===== config.mk =====
export PLATFORM = sky130hd
export DESIGN_NAME = warp_former
export DESIGN_NICKNAME = d
export VERILOG_FILES = /design/src/rtl/warp_former.sv
export SDC_FILE = /design/constraint.sdc
export NUM_CORES = 2
export LEC_CHECK = 0
export ABC_AREA = 1
export BUFFER_PORTS_ARGS = -buffer_cell sky130_fd_sc_hd__buf_2
export CAP_MARGIN = 20
export CORE_MARGIN = 2
export CORE_UTILIZATION = 38
export DETAILED_ROUTE_END_ITERATION = 6
export PLACE_DENSITY = 0.6
export SETUP_SLACK_MARGIN = 0.15
export SLEW_MARGIN = 20
export SYNTH_ARGS = -nofsm -noshare
export SYNTH_HDL_FRONTEND = slang
export SYNTH_SLANG_ARGS = --single-unit

===== constraint.sdc =====
create_clock -name clk -period 90.5 [get_ports clk]
set_input_delay 4.525 -clock clk [delete_from_list [all_inputs] [get_ports clk]]
set_output_delay 4.525 -clock clk [all_outputs]
set_load 0.005 [all_outputs]

===== src/rtl/warp_former.sv =====
module warp_former #(
  parameter int WARP_SIZE = 32,
  parameter int DIM_W = 8,
  localparam int TID_W = 3 * DIM_W
) (
  input  logic                         clk,
  input  logic                         rst_n,
  input  logic                         start,
  input  logic [DIM_W-1:0]             dim_x,
  input  logic [DIM_W-1:0]             dim_y,
  input  logic [DIM_W-1:0]             dim_z,
  output logic                         desc_valid,
  input  logic                         desc_ready,
  output logic [TID_W-1:0]             warp_idx,
  output logic [TID_W-1:0]             base_tid,
  output logic [WARP_SIZE-1:0]         lane_mask,
  output logic [WARP_SIZE*DIM_W-1:0]   lane_x,
  output logic [WARP_SIZE*DIM_W-1:0]   lane_y,
  output logic [WARP_SIZE*DIM_W-1:0]   lane_z,
  output logic                         done
);
  logic             active, done_q;
  logic [DIM_W-1:0] ext_x, ext_y;
  logic [DIM_W-1:0] org_x, org_y, org_z;
  logic [TID_W-1:0] total, base, widx;
  logic [WARP_SIZE:0][DIM_W-1:0] cx, cy, cz;
  logic             last;

  assign cx[0] = org_x;
  assign cy[0] = org_y;
  assign cz[0] = org_z;

  for (genvar i = 0; i < WARP_SIZE; i++) begin : g_lane
    logic wrap_x, wrap_y;
    assign wrap_x = ({1'b0, cx[i]} + 1'b1) == {1'b0, ext_x};
    assign wrap_y = ({1'b0, cy[i]} + 1'b1) == {1'b0, ext_y};
    assign cx[i+1] = wrap_x ? '0 : cx[i] + 1'b1;
    assign cy[i+1] = wrap_x ? (wrap_y ? '0 : cy[i] + 1'b1) : cy[i];
    assign cz[i+1] = (wrap_x && wrap_y) ? cz[i] + 1'b1 : cz[i];
    assign lane_x[i*DIM_W +: DIM_W] = cx[i];
    assign lane_y[i*DIM_W +: DIM_W] = cy[i];
    assign lane_z[i*DIM_W +: DIM_W] = cz[i];
    assign lane_mask[i] = ({1'b0, base} + (TID_W+1)'(i)) < {1'b0, total};
  end

  assign last       = ({1'b0, base} + (TID_W+1)'(WARP_SIZE)) >= {1'b0, total};
  assign desc_valid = active;
  assign warp_idx   = widx;
  assign base_tid   = base;
  assign done       = done_q;

  always_ff @(posedge clk) begin
    if (!rst_n) begin
      active <= 1'b0;
      done_q <= 1'b0;
      ext_x  <= '0;
      ext_y  <= '0;
      total  <= '0;
      base   <= '0;
      widx   <= '0;
      org_x  <= '0;
      org_y  <= '0;
      org_z  <= '0;
    end else begin
      done_q <= 1'b0;
      if (!active) begin
        if (start) begin
          active <= 1'b1;
          ext_x  <= dim_x;
          ext_y  <= dim_y;
          total  <= TID_W'(dim_x) * TID_W'(dim_y) * TID_W'(dim_z);
          base   <= '0;
          widx   <= '0;
          org_x  <= '0;
          org_y  <= '0;
          org_z  <= '0;
        end
      end else if (desc_ready) begin
        if (last) begin
          active <= 1'b0;
          done_q <= 1'b1;
        end else begin
          base  <= base + TID_W'(WARP_SIZE);
          widx  <= widx + 1'b1;
          org_x <= cx[WARP_SIZE];
          org_y <= cy[WARP_SIZE];
          org_z <= cz[WARP_SIZE];
        end
      end
    end
  end
endmodule


==> flow_summary.ini <==
[status]
status = finished, final reports clean

[detailed_routing]
top_layer_used = met5
drt_first_pass_iters = 7
detail-route-antenna-nets = 0
post-route-drc-count = 0
drt_first_iter_violations = 5307
wl_met3_um = 20000
route.met2.wl_um = 105000
num_vias = 61500
wl_met1_um = 94300
wl_per_cell_um = 19.9
wl_um = 233000
routed_via_density = 5.26

[die]
start_util = 0.382
die-area_um2 = 137000
die_y_um = 370
chipWidth_um = 370
core_area_um2 = 133000
row_count = 134
io-pin-count = 878

[timing]
min_period_ns = 59.96
hold_viol_final = 0
slew_headroom = 0.273
timing.hold.ws_ns = 0.466
report.final.slew_viol_count = 0
tightest_slew_ns = 1.08
fin_skew_ns = 0.0151
fin_crit_sh = 0.663
worst_slack_ns = 30.54
max_freq_mhz = 16.7
setup_viol = 0
rsz0062_at_grt = no
setup_tns_ns = 0

[critical_path]
crit_path_frequent_cell = nand2_1
critPathRequiredTime_ns = 85.97
cp-end-kind = primary output
crit_fanout = 29
max_stage_delay_ns = 0.81
crit_arrival_ns = 55.43
start_kind = flop
critPathTopFamily = simple AND/OR/NAND/NOR gates
path_class = reg -> out
cpMaxStageDelayCell = dfxtp_2
path_buf_inv = 63
rrSetupSlack_ns = 33.86

[logic_synthesis]
avgSynthCellArea_um2 = 5.49
yosysSeqAreaShare = 0.0429
yosysUniqueCellTypes = 90
yosys_warnings = 0
synth_area_um2 = 50800
synth_top_cell_by_area = nand2_1
synthArstFlopShare = 0
synthCells = 9254
synth.top_cell.area_share = 0.210
synthFlopType = dfxtp_1
synth_edf_count = 0
synth-seq-cells = 109
synthTopCellsByArea = nand2_1 21%, inv_1 10%, nand3_1 9.9%, ha_1 6.7%, nor2_1 5.5%

[clock_tree]
cts_tree = yes
ctsResizeCount = 0
clock_path_buffers = 2
post-cts-setup-buffers = 0
insertion_delay_ns = 0.38
htreeDepth = 3
cts.sinks = 109
cts.hold.buffers_added = 0
cts_buffers = 9
cts_root_buffer = clkbuf_16
clk_pin_slew_ns = 0.08

[grt]
grt_pass1_wl_um = 344000
antenna_found_initial = 16
grt_max_degree = 48
grt_pass1_vias = 56800
track_usage = 0.325
gr-total-overflow = 0

[final_layout]
final_common_cell = nand2_1
drive_above_1_share = 0.207
area_delta_synth_final_pct = 9.25
instances_no_fill = 11700
num-nets-final = 10300
most-common-layout-cells = 2,846 x nand2_1, 1,393 x inv_1, 1,005 x nand3_1, 872 x buf_2, 738 x nor2_1

[placement]
numPortBuffers = 872
dp_slack_ns = 31.67
dp_hpwl_um = 191000
place_inst = 11700
gp_congestion = 0.983

[hold_path]
hold_path.class = reg -> reg

[flow_run]
timing.max_cap.violations = 0
[registers in the layout (all words and copies together) (netlist names), 8 cells and up]
| signal | flops |
|---|---|
| ext_y | 8 |
| total | 24 |
| ext_x | 8 |
| org_y | 8 |
| org_x | 8 |
| base_tid | 19 |
| warp_idx | 24 |
| org_z | 8 |
[worst reg2reg max path, delay by kind of cell, from the launching register on]
kind	cells	cell delay (ns)
and+or+nand+nor	215	33.43
DFF	1	0.81
AOI/OAI and AO/OA	29	4.00
xor gates and xnor gates	14	2.31
buffers and inverters	61	6.16
adders and majority gates	31	9.86
[cells in the mapped netlist (41+ instances only)]
master / count
clkbuf_8: 68
nand4_1: 229
inv_1: 1400
nand2_4: 41
dfxtp_1: 109
nand3_2: 129
ha_1: 273
buf_6: 81
xor2_1: 234
fa_1: 120
xnor2_1: 60
o21ai_1: 92
nor2_1: 740
nor2_2: 212
nand2_1: 2846
clkbuf_1: 93
nand3_1: 1005
nor3_1: 84
o21ai_0: 232
a21oi_1: 237
inv_2: 184
nand2_2: 362
[layer usage]
metal / vias up / GRT usage
met5: - / 0
met1: 28200 / 0.394
met2: 2411 / 0.538
li1: 30300 / -
met4: 2 / 0.167
met3: 520 / 0.0697
[kinds of logic (layout without fill, tap and decap cells)]
group | Yosys count | count (layout) | share of synthesized area
simple gates | 5812 | 5812 | 0.537
buf+inv | 1932 | 2579 | 0.174
compound gates | 708 | 708 | 0.0788
fa+ha+maj | 393 | 393 | 0.115
xor+xnor | 297 | 297 | 0.0519
flops | 109 | 109 | 0.0429
mux | 2 | 2 | 0.000419
other cells | 1 | 14 | 0.0000738
[area by class of cell]
cell class	instances	area [um^2]
flip-flops and latches	109	2210
diodes	9	22.5
well taps	1768	2210
fillers	15000	77600
repair buffers	916	4690
clock inverters	7	58.8
inverters	1647	6280
multi-input cells	7217	39800
clock buffers	9	225
[worst paths after layout]
check / startpoint / end / depth (start not counted)
worst min register to register: warp_idx[23]$_SDFFE_PN0P_ / warp_idx[23]$_SDFFE_PN0P_ / 2
worst max register to register: ext_x[0]$_SDFFE_PN0P_ / org_z[2]$_SDFFE_PN0P_ / 350
worst min-delay path: warp_idx[23]$_SDFFE_PN0P_ / warp_idx[23]$_SDFFE_PN0P_ / 2
worst max-delay path: ext_x[0]$_SDFFE_PN0P_ / lane_z[255] / 341
[metrics by stage]
step | utilization | area, um^2
6_report | 0.417 | 55500
5_1_grt | 0.417 | 55500
4_1_cts | 0.417 | 55500
3_5_place_dp | 0.415 | 55200
3_3_place_gp | 0.415 | 55200
2_1_floorplan | - | 50800
Power is not shown: default switching activity piles up to over one toggle a cycle in this logic, so the estimate is an artifact.
